==> config.mk <==
export PLATFORM = sky130hd
export DESIGN_NAME = irqc_core
export DESIGN_NICKNAME = d
export VERILOG_FILES = /design/src/rtl/irqc_pkg.sv /design/src/rtl/irqc_req_bank.sv /design/src/rtl/irqc_resolver.sv /design/src/rtl/irqc_service.sv /design/src/rtl/irqc_core.sv
export SDC_FILE = /design/constraint.sdc
export NUM_CORES = 1
export LEC_CHECK = 0
export BUFFER_PORTS_ARGS = -buffer_cell sky130_fd_sc_hd__buf_2
export CAP_MARGIN = 30
export CORE_MARGIN = 2
export CORE_UTILIZATION = 45
export DETAILED_ROUTE_END_ITERATION = 7
export PLACE_DENSITY = 0.68
export SYNTH_ARGS = -nofsm -noshare
export SYNTH_HDL_FRONTEND = slang
export SYNTH_SLANG_ARGS = --single-unit
==> constraint.sdc <==
create_clock -name clk -period 2.63 [get_ports clk]
set_clock_uncertainty 0.05 [all_clocks]
set_input_delay 0.1315 -clock clk [delete_from_list [all_inputs] [get_ports clk]]
set_output_delay 0.1315 -clock clk [all_outputs]
set_load 0.03 [all_outputs]
==> src/rtl/irqc_pkg.sv <==
package irqc_pkg;
   typedef enum logic [1:0] {
      ADR_MODE = 2'd0,
      ADR_BASE = 2'd1,
      ADR_MASK = 2'd2,
      ADR_CMD  = 2'd3
   } irqc_addr_e;

   typedef enum logic [1:0] {
      OP_NOP     = 2'd0,
      OP_EOI_ANY = 2'd1,
      OP_EOI_LVL = 2'd2,
      OP_RDSEL   = 2'd3
   } irqc_op_e;
endpackage

==> src/rtl/irqc_req_bank.sv <==
module irqc_req_bank #(
   parameter int N_IRQ = 8
) (
   input  logic             clk,
   input  logic             rst_n,
   input  logic             level_mode,
   input  logic [N_IRQ-1:0] irq_in,
   input  logic [N_IRQ-1:0] clr,
   output logic [N_IRQ-1:0] irr
);
   logic [N_IRQ-1:0] prev_q;

   for (genvar i = 0; i < N_IRQ; i++) begin : g_bit
      always_ff @(posedge clk or negedge rst_n) begin
         if (!rst_n) begin
            prev_q[i] <= 1'b0;
            irr[i]    <= 1'b0;
         end else begin
            prev_q[i] <= irq_in[i];
            if (level_mode) begin
               irr[i] <= irq_in[i];
            end else begin
               irr[i] <= (irr[i] & ~clr[i]) | (irq_in[i] & ~prev_q[i]);
            end
         end
      end
   end
endmodule

==> src/rtl/irqc_resolver.sv <==
module irqc_resolver #(
   parameter int N_IRQ = 8,
   localparam int LW = $clog2(N_IRQ)
) (
   input  logic [N_IRQ-1:0] irr,
   input  logic [N_IRQ-1:0] mask,
   input  logic [N_IRQ-1:0] isr,
   output logic             grant,
   output logic [LW-1:0]    grant_lvl
);
   logic [N_IRQ-1:0] pend;
   logic [LW-1:0]    pend_lvl, isr_lvl;
   logic             pend_any, isr_any;

   assign pend = irr & ~mask;

   always_comb begin
      pend_any = 1'b0;
      pend_lvl = '0;
      isr_any  = 1'b0;
      isr_lvl  = '0;
      for (int i = N_IRQ - 1; i >= 0; i--) begin
         if (pend[i]) begin
            pend_any = 1'b1;
            pend_lvl = LW'(i);
         end
         if (isr[i]) begin
            isr_any = 1'b1;
            isr_lvl = LW'(i);
         end
      end
   end

   assign grant     = pend_any && (!isr_any || (pend_lvl < isr_lvl));
   assign grant_lvl = pend_lvl;
endmodule

==> src/rtl/irqc_service.sv <==
module irqc_service #(
   parameter int N_IRQ = 8,
   localparam int LW = $clog2(N_IRQ)
) (
   input  logic             clk,
   input  logic             rst_n,
   input  logic             set_en,
   input  logic [LW-1:0]    set_lvl,
   input  logic             eoi_any,
   input  logic             eoi_one,
   input  logic [LW-1:0]    eoi_lvl,
   output logic [N_IRQ-1:0] isr
);
   logic [N_IRQ-1:0] set_vec, clr_any, clr_one;

   assign set_vec = set_en ? (N_IRQ'(1) << set_lvl) : '0;
   // lowest set bit isolates the highest priority level in service
   assign clr_any = eoi_any ? (isr & (~isr + N_IRQ'(1))) : '0;
   assign clr_one = eoi_one ? (N_IRQ'(1) << eoi_lvl) : '0;

   always_ff @(posedge clk or negedge rst_n) begin
      if (!rst_n) isr <= '0;
      else        isr <= (isr & ~(clr_any | clr_one)) | set_vec;
   end
endmodule

==> src/rtl/irqc_core.sv <==
module irqc_core #(
   parameter int N_IRQ = 8,
   parameter int VEC_W = 8,
   localparam int LW = $clog2(N_IRQ)
) (
   input  logic             clk,
   input  logic             rst_n,
   input  logic [N_IRQ-1:0] irq_in,
   input  logic             wr_en,
   input  logic [1:0]       wr_addr,
   input  logic [7:0]       wr_data,
   input  logic             ack,
   output logic             int_req,
   output logic [VEC_W-1:0] vec_out,
   output logic             vec_valid,
   output logic [N_IRQ-1:0] stat_out
);
   import irqc_pkg::*;

   if (N_IRQ < 2 || N_IRQ > 8 || (1 << LW) != N_IRQ) begin : g_bad_n
      $error("irqc_core: N_IRQ must be a power of two from 2 to 8");
   end
   if (VEC_W <= LW) begin : g_bad_w
      $error("irqc_core: VEC_W must exceed the level width");
   end

   logic             level_mode, rd_isr, ack_phase;
   logic [VEC_W-1:0] base_q;
   logic [N_IRQ-1:0] mask_q, irr, isr, irr_clr;
   logic [LW-1:0]    grant_lvl, ack_lvl;
   logic             grant, first_ack, second_ack;
   logic             cmd_wr, eoi_any, eoi_one;
   irqc_op_e         op;

   assign first_ack  = ack && !ack_phase;
   assign second_ack = ack && ack_phase;
   assign cmd_wr     = wr_en && (wr_addr == ADR_CMD);
   assign op         = irqc_op_e'(wr_data[7:6]);
   assign eoi_any    = cmd_wr && (op == OP_EOI_ANY);
   assign eoi_one    = cmd_wr && (op == OP_EOI_LVL);
   assign irr_clr    = (first_ack && grant) ? (N_IRQ'(1) << grant_lvl) : '0;

   irqc_req_bank #(.N_IRQ(N_IRQ)) u_req (
      .clk(clk), .rst_n(rst_n), .level_mode(level_mode),
      .irq_in(irq_in), .clr(irr_clr), .irr(irr)
   );

   irqc_resolver #(.N_IRQ(N_IRQ)) u_res (
      .irr(irr), .mask(mask_q), .isr(isr),
      .grant(grant), .grant_lvl(grant_lvl)
   );

   irqc_service #(.N_IRQ(N_IRQ)) u_svc (
      .clk(clk), .rst_n(rst_n),
      .set_en(first_ack && grant), .set_lvl(grant_lvl),
      .eoi_any(eoi_any), .eoi_one(eoi_one), .eoi_lvl(wr_data[LW-1:0]),
      .isr(isr)
   );

   always_ff @(posedge clk or negedge rst_n) begin
      if (!rst_n) begin
         level_mode <= 1'b0;
         base_q     <= '0;
         mask_q     <= '0;
         rd_isr     <= 1'b0;
      end else if (wr_en) begin
         unique case (irqc_addr_e'(wr_addr))
            ADR_MODE: level_mode <= wr_data[0];
            ADR_BASE: base_q     <= wr_data[VEC_W-1:0];
            ADR_MASK: mask_q     <= wr_data[N_IRQ-1:0];
            ADR_CMD:  if (op == OP_RDSEL) rd_isr <= wr_data[0];
         endcase
      end
   end

   always_ff @(posedge clk or negedge rst_n) begin
      if (!rst_n) begin
         ack_phase <= 1'b0;
         ack_lvl   <= '0;
         vec_out   <= '0;
         vec_valid <= 1'b0;
      end else begin
         vec_valid <= 1'b0;
         if (first_ack) begin
            ack_phase <= 1'b1;
            ack_lvl   <= grant ? grant_lvl : LW'(N_IRQ - 1);
         end else if (second_ack) begin
            ack_phase <= 1'b0;
            vec_out   <= base_q + VEC_W'(ack_lvl);
            vec_valid <= 1'b1;
         end
      end
   end

   assign int_req  = grant;
   assign stat_out = rd_isr ? isr : irr;
endmodule

==> impl_summary.log, run 1 <==
[metrics] sinks on the clock net: 55
[metrics] final cycle utilization of the critical path: 0.978
[metrics] full die area: approximately 6900 µm²
[metrics] Root Buffer: sky130_fd_sc_hd__clkbuf_8
[metrics] capturing element type of the critical path: flip-flop
[metrics] post-placement cell area: 3110 µm²
[metrics] Routed met1 length: around 3000 µm
[metrics] Peak supply drop: just over 0.0005 V
[metrics] number of flops mapped to enable cells by yosys: 0
[metrics] area of the core: 5960 µm²
[metrics] WHS: ~15 ps
[metrics] Worst Max-Slew Pin Slew: approximately 770 ps
[metrics] Post-route DRC: 0
[metrics] number of global-route vias before repair: roughly 2,300
[metrics] Routed met2 length: just over 3000 µm
[metrics] Netlist Area Pre-Place: around 2800 µm²
[metrics] peak fanout along the critical path: 5
[metrics] total wire length after detailed routing: ~6600 µm
[metrics] kind of launch point of the worst setup path: flip-flop
[metrics] data required time of the worst path: ~2800 ps
[metrics] async set-reset flop share out of synthesis: 1.00
[metrics] P_leak: ~1.5 nW
[metrics] horizontal extent of the die: between 80 and 90 µm
[metrics] final hold viol count: 0
[metrics] worst slack after detailed placement: ~42 ps
[metrics] post-synth cell types: ~50
[metrics] count of vias placed by the detailed router: ~2,300
[metrics] achievable frequency: between 300 and 400 MHz
[metrics] Routed Antenna Nets: 0
[metrics] number of flip-flops and latches in the synthesized netlist: 55
[metrics] clock buffers created by TritonCTS: 5
[metrics] Die Span Y: 83.0 µm
[metrics] CP Class: flip-flop to flip-flop
[metrics] footprint of the multi-input gates: roughly 1400 µm²
[metrics] number of nets in the layout: roughly 350
[metrics] final weighted congestion in routability-driven placement: between 0.9 and 1
[metrics] worst-case reg-to-reg path depth: 7
[metrics] proportion of layout cells with a drive suffix above 1: 0.292
[metrics] ys flop type: sky130_fd_sc_hd__dfrtp_1
[metrics] arrival time of data at the critical path endpoint: 2720 ps
[metrics] Final Max Slew Viols: 0
[metrics] synthesized netlist net count: between 200 and 300
[metrics] normalized max-slew margin: 0.484
[metrics] total track usage: 0.197
[metrics] wire length of the first global-routing pass: roughly 11,000 µm
[metrics] area used by sequential logic in the layout: 1380 µm²
[metrics] max layer used: met4
[metrics] first-pass iteration count of the detailed router: 4
[metrics] cell count after synthesis: about 270
[metrics] CTS tree: done
[metrics] average wire per standard cell: about 16 µm
[metrics] average footprint of a synthesized cell: ~11 µm²
[metrics] Area Overhead vs Synth: 21.4%
[metrics] vias per std cell: between 5 and 6
[metrics] worst-skew pair later-pin latency: around 310 ps
[metrics] outcome: completed
[metrics] final critical-path setup slack: 58.0 ps
[metrics] cell count of the worst hold path: 2
[metrics] count of filler cells inserted in the layout: around 530
[metrics] final core utilization: 0.572
[metrics] number of input and output port buffers inserted: 39
[metrics] Final setup viols: 0
[metrics] total grt overflow: 0
[metrics] post-route cell area: ~3400 µm²
[metrics] Register-to-Register Setup Slack: between 50 and 60 ps
[metrics] path type of the worst min-delay path: input pin to flip-flop
[metrics] Synth warnings: 0
[metrics] Starting Density: 0.471
[metrics] maximum root-to-sink buffer count: 2
[metrics] power consumption: ~3.6 mW
[metrics] cell row count: 28
[metrics] pin count of the biggest net entering global routing: 31
[metrics] H-Tree Level Count: 2
[metrics] CTS clk-pin slew, worst paths: 100 ps
[metrics] number of antenna violations at the first check in global routing: 0
[metrics] number of antenna cells inserted: 0
[metrics] io pins: 40
[metrics] MaxCap Viol Count: 0
[metrics] Met3 Wirelength: approximately 330 µm
[metrics] drt initial violations: 160
[metrics] share of the yosys chip area belonging to registers: 0.491
[metrics] placed wire-length estimate after detailed placement: around 4900 µm
[metrics] post-layout min period: between 2000 and 3000 ps
[metrics] Power Density: approximately 1100 nW/µm²
==> flip-flops by register name (all words and copies together), names as in the netlist <==
name	flops
ack_lvl	3
ack_phase	1
base_q	8
level_mode	1
mask_q	8
rd_isr	1
u_req.irr	8
u_req.prev_q	8
u_svc.isr	8
vec_out	8
vec_valid	1
==> layout by cell type, fill, tap and decap left out, types with 8 or more instances in the layout <==
| cell | n |
|---|---|
| sky130_fd_sc_hd__nand2b_1 | 8 |
| sky130_fd_sc_hd__o21ai_0 | 21 |
| sky130_fd_sc_hd__nand2_1 | 32 |
| sky130_fd_sc_hd__inv_1 | 13 |
| sky130_fd_sc_hd__buf_2 | 38 |
| sky130_fd_sc_hd__mux2_2 | 24 |
| sky130_fd_sc_hd__dfrtp_1 | 54 |
| sky130_fd_sc_hd__buf_4 | 10 |
| sky130_fd_sc_hd__dlygate4sd3_1 | 10 |
==> critical path, stage by stage (launching register included) <==
cell                       delay [ps]
sky130_fd_sc_hd__dfrtp_2          450
sky130_fd_sc_hd__or4_4            590
sky130_fd_sc_hd__nand2b_4         180
sky130_fd_sc_hd__ha_4             270
sky130_fd_sc_hd__o21a_1           130
sky130_fd_sc_hd__a32oi_1          310
sky130_fd_sc_hd__nand4_1          210
sky130_fd_sc_hd__a31o_1           270
==> cells by family (layout without fill, tap and decap cells) <==
| kind of cell | Yosys count | after routing | synth area share |
|---|---|---|---|
| XOR/XNOR | 7 | 7 | 0.0219 |
| buffers and inverters | 21 | 80 | 0.0312 |
| AND/OR/NAND/NOR | 90 | 90 | 0.175 |
| adder cells (fa/ha/maj) | 5 | 5 | 0.0250 |
| AO/OA/AOI/OAI | 64 | 64 | 0.160 |
| multiplexers | 24 | 24 | 0.0963 |
| flip-flops | 55 | 55 | 0.491 |
==> synthesized netlist by cell type, drive strengths merged, types with 2 or more instances <==
library cell	count	area, µm²
a21o	3	22.5
a21oi	5	25.0
a32o	3	31.3
and3	2	12.5
buf	2	16.3
clkbuf	6	22.5
dfrtp	55	1380
ha	4	50.1
inv	13	48.8
mux2	24	270
nand2	33	124
nand2b	9	56.3
nand3	7	35.0
nand3b	4	30.0
nand4	4	25.0
nor2	7	26.3
nor2b	7	43.8
nor3	3	15.0
nor3b	3	22.5
nor4	4	25.0
nor4b	2	32.5
o2111ai	4	35.0
o211ai	2	15.0
o21a	2	15.0
o21ai	25	136
o221ai	2	17.5
o22ai	2	12.5
o311ai	3	26.3
o31ai	2	15.0
o32a	2	20.0
or4	2	22.5
xnor2	2	17.5
xor2	5	43.8
==> area by class of cell <==
cell class	count	area share
multi-input combinational	190	0.415
sequential	55	0.405
timing repair buffer	59	0.111
tap	75	0.0276
clock buffer	7	0.0254
inverter	13	0.0143
clock inverter	1	0.00257
==> final timing paths <==
| kind | from | end |
|---|---|---|
| max | u_svc.isr[1] | u_req.irr[2] |
| max reg2reg | u_svc.isr[1] | u_req.irr[2] |
| max in group asynchronous | rst_n | u_svc.isr[1] |
| min in group asynchronous | rst_n | vec_valid |
| min reg2reg | vec_out[1] | vec_out[1] |
| min | wr_data[5] | base_q[5] |
==> power breakdown <==
group | total (mW) | switching, mW | leakage [nW] | internal, mW
sequential | 1.27 | 0.195 | 0.653 | 1.08
combinational | 1.83 | 1.08 | 0.804 | 0.747
clock | 0.489 | 0.272 | 0.0484 | 0.216
total | 3.59 | 1.55 | 1.50 | 2.04
==> layer usage <==
metal | track usage | vias to the layer above
met1 | 0.270 | 1123
met2 | 0.315 | 84
li1 | - | 1088
met3 | 0.0338 | 10
met4 | 0.0700 | 0
met5 | 0 | -
==> through the flow <==
stage / setup TNS [ps] / cells
2_1_floorplan: 0 / 266
3_3_place_gp: 0 / 379
3_5_place_dp: 0 / 379
4_1_cts: 0 / 397
5_1_grt: -7.41 / 400
6_report: 0 / 400
==> repair_timing <==
item,4_1_cts,5_1_grt
endpoints found under the hold margin,34,0
pin swaps,0,3
hold buffers,10,0
setup buffers,0,3
setup endpoints to repair,1,3
resized for setup,7,9
Power figures use the tool's default switching activity.
==> run 2: changes to the inputs <==
Settings changed: REMOVE_ABC_BUFFERS set to 1.
==> run 2 against run 1 <==
Against the previous run: count of clock-buffer cells in the layout down 2; first-iteration DRC count up 52%; design area down 0.55%; clock power about the same; sequential share of layout area up 0.19 points; cell count up 0.25%; largest cell class unchanged.
==> impl_summary.log, run 2 (same netlist as run 1, synthesis figures left out) <==
[metrics] number of antenna cells inserted: 0
[metrics] final weighted congestion in routability-driven placement: between 0.9 and 1
[metrics] final core utilization: 0.568
[metrics] average wire per standard cell: approximately 17 µm
[metrics] CTS clk-pin slew, worst paths: ~100 ps
[metrics] Post-route DRC: 0
[metrics] Worst Max-Slew Pin Slew: ~660 ps
[metrics] number of antenna violations at the first check in global routing: 0
[metrics] number of global-route vias before repair: 2,208
[metrics] data required time of the worst path: approximately 2500 ps
[metrics] cell row count: 28
[metrics] kind of launch point of the worst setup path: flip-flop
[metrics] unrepaired setup endpoints after global routing: false
[metrics] total grt overflow: 0
[metrics] Routed Antenna Nets: 0
[metrics] placed wire-length estimate after detailed placement: around 4800 µm
[metrics] worst-case reg-to-reg path depth: 7
[metrics] top library cells by usage in the layout, fill and taps aside: 55 x sky130_fd_sc_hd__dfrtp_1, 38 x sky130_fd_sc_hd__buf_2, 32 x sky130_fd_sc_hd__nand2_1, 24 x sky130_fd_sc_hd__mux2_2, 22 x sky130_fd_sc_hd__o21ai_0
[metrics] worst stage delay on the critical path: 590 ps
[metrics] Root Buffer: sky130_fd_sc_hd__clkbuf_8
[metrics] footprint of the multi-input gates: between 1000 and 1500 µm²
[metrics] number of nets in the layout: around 350
[metrics] proportion of layout cells with a drive suffix above 1: 0.285
[metrics] placed insts: ~380
[metrics] Peak supply drop: ~0.00046 V
[metrics] worst-skew pair later-pin latency: roughly 320 ps
[metrics] clock buffers created by TritonCTS: 5
[metrics] post-layout min period: approximately 2600 ps
[metrics] CP Class: flip-flop to output pin
[metrics] io pins: 40
[metrics] peak fanout along the critical path: 10
[metrics] chain of cells forming the critical path: or4_4, nand2b_1, ha_4, nand2_4, o211ai_1, a21oi_1, buf_4
[metrics] P_leak: 1.50 nW
[metrics] achievable frequency: just under 400 MHz
[metrics] maximum root-to-sink buffer count: 2
[metrics] met3 layer usage reported by global route: 0.0388
[metrics] Area Overhead vs Synth: 20.7%
[metrics] final hold viol count: 0
[metrics] Power Density: around 1000 nW/µm²
[metrics] outcome: completed
[metrics] path type of the worst min-delay path: input pin to flip-flop
[metrics] met1 GRT Util: 0.282
[metrics] non-filler instance count after layout: approximately 400
[metrics] normalized max-slew margin: 0.553
[metrics] vias per std cell: a little under 6
[metrics] met2 track demand over resource in global routing: 0.320
[metrics] most used routing layer: met2
[metrics] wire length of the first global-routing pass: 11,100 µm
[metrics] count of filler cells inserted in the layout: 546
[metrics] area of the core: 5960 µm²
[metrics] Final setup viols: 0
[metrics] pin count of the biggest net entering global routing: 56
[metrics] CTS tree: done
[metrics] MaxCap Viol Count: 0
[metrics] WHS: 9.49 ps
[metrics] area used by sequential logic in the layout: 1380 µm²
[metrics] Final Max Slew Viols: 0
[metrics] full die area: just under 7000 µm²
[metrics] Die Span Y: ~83 µm
[metrics] slowest stage cell, crit path: sky130_fd_sc_hd__or4_4
[metrics] total track usage: 0.200
[metrics] total wire length after detailed routing: 6640 µm
[metrics] cell count of the worst hold path: 2
[metrics] power consumption: about 3.5 mW
[metrics] number of input and output port buffers inserted: 39
[metrics] horizontal extent of the die: about 83 µm
[metrics] most common cell after layout, fill and taps aside: sky130_fd_sc_hd__dfrtp_1
[metrics] first-pass iteration count of the detailed router: 4
[metrics] drt initial violations: 243
[metrics] arrival time of data at the critical path endpoint: 2390 ps
[metrics] capturing element type of the critical path: output pin
[metrics] final cycle utilization of the critical path: 0.978
[metrics] count of vias placed by the detailed router: between 2,000 and 2,500
[metrics] Starting Density: 0.471
[metrics] H-Tree Level Count: 2
[metrics] sinks on the clock net: 55
-- run 2: power breakdown --
group	internal (mW)	total [mW]	switching [mW]
clock network	0.193	0.489	0.295
logic	0.687	1.74	1.06
registers	1.08	1.27	0.192
total	1.96	3.50	1.54
-- run 2: path summary, 6_finish.rpt --
kind / slack (ps) / endpoint / startpoint
setup / recovery: 60 / int_req / u_svc.isr[0]
hold / removal: 9 / base_q[5] / wr_data[5]
setup reg to reg: 70 / u_req.irr[2] / u_svc.isr[0]
hold reg to reg: 430 / vec_out[3] / vec_out[3]
max in group asynchronous: 1990 / u_svc.isr[6] / rst_n
min in group asynchronous: 260 / rd_isr / rst_n
-- run 2: metal layers --
| layer | routed length [µm] | vias up |
|---|---|---|
| met2 | 3160 | 91 |
| met3 | 442 | 10 |
| li1 | - | 1095 |
| met5 | 0 | - |
| met1 | 2940 | 1129 |
| met4 | 98 | 0 |
-- run 2: repair_timing --
action / CTS / global route
endpoints found under the hold margin: 66 / 1
buffers inserted: 1 / 2
pin swaps: 0 / 2
resized for setup: 7 / 2
hold buffers: 10 / 1
endpoints found under the setup margin: 3 / 2
-- run 2: stage by stage --
stage / TNS [ps] / area, µm² / setup slack (ps)
2_1_floorplan: -73.1 / 2770 / -73.1
3_3_place_gp: 0 / 3120 / 44.5
3_5_place_dp: 0 / 3120 / 58.9
4_1_cts: 0 / 3350 / 87.9
5_1_grt: 0 / 3390 / 1.46
6_report: 0 / 3390 / 56.9
-- run 2: area by class of cell --
| type | instances | share of cell area |
|---|---|---|
| Clock buffer | 5 | 0.0203 |
| Clock inverter | 3 | 0.00665 |
| Inverter | 13 | 0.0144 |
| Multi-Input combinational cell | 190 | 0.408 |
| Sequential cell | 55 | 0.407 |
| Tap cell | 75 | 0.0277 |
| Timing Repair Buffer | 60 | 0.117 |
-- run 2: critical path: cells and delay by family (launching register included) --
family,cells,cell delay [ps]
AOI/OAI and AO/OA,2,280
adders and majority gates,1,330
buffers and inverters,1,170
DFF,1,400
and+or+nand+nor,3,890
==> run 3: changes to the inputs <==
Settings changed: CORE_ASPECT_RATIO set to 0.6, CTS_CLUSTER_DIAMETER set to 150.
==> run 3 against run 2 <==
Against the previous run: first-iteration DRC count down 43%; clock power up 35%; non-clock buffer count up 3; global-route usage up 1.8 points; register-to-register slack better by 70 ps; cell count up 3.0%; sequential cell count unchanged; die area up 0.30%; worst hold slack better by 5.6 ps; wire length up 5.4%; sequential share of layout area down 0.80 points; critical path type unchanged; critical endpoint unchanged; largest power group unchanged.
==> impl_summary.log, run 3 (same netlist as run 1, synthesis figures left out) <==
[metrics] worst stage delay on the critical path: 550 ps
[metrics] Power Density: ~1100 nW/µm²
[metrics] CTS clk-pin slew, worst paths: roughly 100 ps
[metrics] CP Class: flip-flop to output pin
[metrics] average wire per standard cell: ~17 µm
[metrics] cell family with most CP delay: simple AND/OR/NAND/NOR gates
[metrics] Reg-to-Reg End: u_req.irr[4]
[metrics] area of the core: 6060 µm²
[metrics] P_sw: 1.56 mW
[metrics] post-layout min period: roughly 2500 ps
[metrics] number of global-route vias before repair: 2,178
[metrics] normalized max-slew margin: 0.538
[metrics] startpoint of the lowest-slack hold path: wr_data[4]
[metrics] first-pass iteration count of the detailed router: 4
[metrics] capturing element type of the critical path: output pin
[metrics] WHS: about 15 ps
[metrics] cell count of the worst hold path: 2
[metrics] CTS tree: done
[metrics] relative contribution of sequential cells to total power: 0.336
[metrics] H-Tree Level Count: 2
[metrics] outcome: completed
[metrics] drt initial violations: between 100 and 150
[metrics] final cycle utilization of the critical path: 0.952
[metrics] number of input and output port buffers inserted: 39
[metrics] vias per std cell: about 5.6
[metrics] proportion of layout cells with a drive suffix above 1: 0.292
[metrics] sinks on the clock net: 55
[metrics] worst-skew pair later-pin latency: ~310 ps
[metrics] met1 GRT Util: 0.347
[metrics] placed wire-length estimate after detailed placement: 5230 µm
[metrics] non-filler instance count after layout: a little over 400
[metrics] top library cells by usage in the layout, fill and taps aside: 54 x sky130_fd_sc_hd__dfrtp_1, 38 x sky130_fd_sc_hd__buf_2, 32 x sky130_fd_sc_hd__nand2_1, 24 x sky130_fd_sc_hd__mux2_2, 22 x sky130_fd_sc_hd__o21ai_0
[metrics] unrepaired setup endpoints after global routing: false
[metrics] Post-route DRC: 0
[metrics] met2 track demand over resource in global routing: 0.300
[metrics] Root Buffer: sky130_fd_sc_hd__clkbuf_8
[metrics] Routed Antenna Nets: 0
[metrics] io pins: 40
[metrics] count of buffer and inverter cells on the critical path: 1
[metrics] total wire length after detailed routing: roughly 7000 µm
[metrics] number of antenna violations at the first check in global routing: 0
[metrics] MaxCap Viol Count: 0
[metrics] pin count of the biggest net entering global routing: between 50 and 60
[metrics] most common cell after layout, fill and taps aside: sky130_fd_sc_hd__dfrtp_1
[metrics] Worst Max-Slew Pin Slew: 693 ps
[metrics] Starting Density: 0.463
[metrics] met3 layer usage reported by global route: 0.0456
[metrics] wire length of the first global-routing pass: roughly 11,000 µm
[metrics] total grt overflow: 0
[metrics] FF-to-FF Start: u_svc.isr[0]
[metrics] Final setup viols: 0
[metrics] Hold Crit Endpoint: base_q[4]
[metrics] final hold viol count: 0
[metrics] worst-case reg-to-reg path depth: 7
[metrics] horizontal extent of the die: 106 µm
[metrics] Peak supply drop: 0.000442 V
[metrics] share of total power consumed by net switching: 0.417
[metrics] number of nets in the layout: about 360
[metrics] final weighted congestion in routability-driven placement: a little under 1
[metrics] path type of the worst min-delay path: input pin to flip-flop
[metrics] clock buffers created by TritonCTS: 5
[metrics] count of vias placed by the detailed router: around 2,300
[metrics] placed insts: 392
[metrics] total track usage: 0.219
[metrics] maximum root-to-sink buffer count: 2
[metrics] most used routing layer: met1
[metrics] Die Span Y: between 60 and 70 µm
[metrics] Power Internal: 2.19 mW
[metrics] final critical-path setup slack: 125 ps
[metrics] Area Overhead vs Synth: 23.2%
[metrics] Final Max Slew Viols: 0
[metrics] Register-to-Register Setup Slack: 140 ps
[metrics] full die area: slightly below 7000 µm²
[metrics] peak fanout along the critical path: 10
[metrics] data required time of the worst path: approximately 2500 ps
[metrics] kind of launch point of the worst setup path: flip-flop
[metrics] worst slack after detailed placement: -32.8 ps
[metrics] arrival time of data at the critical path endpoint: roughly 2300 ps
[metrics] chain of cells forming the critical path: or4_4, nand2b_1, ha_4, nand2_4, o211ai_1, a21oi_1, buf_4
[metrics] number of antenna cells inserted: 0
[metrics] slowest stage cell, crit path: sky130_fd_sc_hd__or4_4
[metrics] clock network power share: 0.176
[metrics] relative contribution of combinational cells to total power: 0.488
[metrics] P_leak: 1.53 nW
[metrics] cell row count: 22
[metrics] achievable frequency: around 400 MHz
-- run 3: final cells by class --
type | count | area, µm²
multi-input combinational | 190 | 1390
fill | 560 | 2600
timing repair buffer | 63 | 403
clock buffer | 6 | 72.6
clock inverter | 2 | 60.1
tap | 84 | 105
inverter | 13 | 48.8
sequential | 55 | 1380
-- run 3: layer usage --
metal / vias up / routed length [µm]
li1: 1091 / -
met1: 1113 / 3640
met2: 96 / 2730
met3: 13 / 551
met4: 0 / 87
met5: - / 0
-- run 3: power by group through the flow --
stage	registers, mW	clock network, mW	logic [mW]
final	1.26	0.662	1.83
after detailed placement	1.27	0	1.67
after floorplan	1.38	0	1.02
after global placement	1.27	0	1.65
after global routing	1.30	0.712	2.00
after CTS	1.26	0.671	1.72
-- run 3: worst max-delay path by stage --
stage | end | startpoint | depth (start not counted)
6_report | int_req | u_svc.isr[0] | 7
4_1_cts | int_req | u_req.irr[4] | 8
2_1_floorplan | int_req | u_req.irr[4] | 7
5_1_grt | int_req | u_req.irr[4] | 8
3_5_place_dp | u_req.irr[1] | u_req.irr[4] | 8
3_3_place_gp | u_req.irr[1] | u_req.irr[4] | 8
-- run 3: timing repair --
action | 4_1_cts | 5_1_grt
buffers inserted | 0 | 3
gates resized for setup | 5 | 7
hold buffers | 10 | 0
pin swaps | 0 | 2
endpoints found under the setup margin | 3 | 10
hold endpoints to repair | 64 | 0
-- run 3: stage by stage --
step | instance area (µm²) | TNS [ps] | util | power (mW)
2_1_floorplan | 2770 | -73.1 | - | 2.40
3_3_place_gp | 3150 | -0.0824 | 0.520 | 2.92
3_5_place_dp | 3150 | -49.4 | 0.520 | 2.94
4_1_cts | 3400 | 0 | 0.561 | 3.65
5_1_grt | 3460 | 0 | 0.571 | 4.01
6_report | 3460 | 0 | 0.571 | 3.75
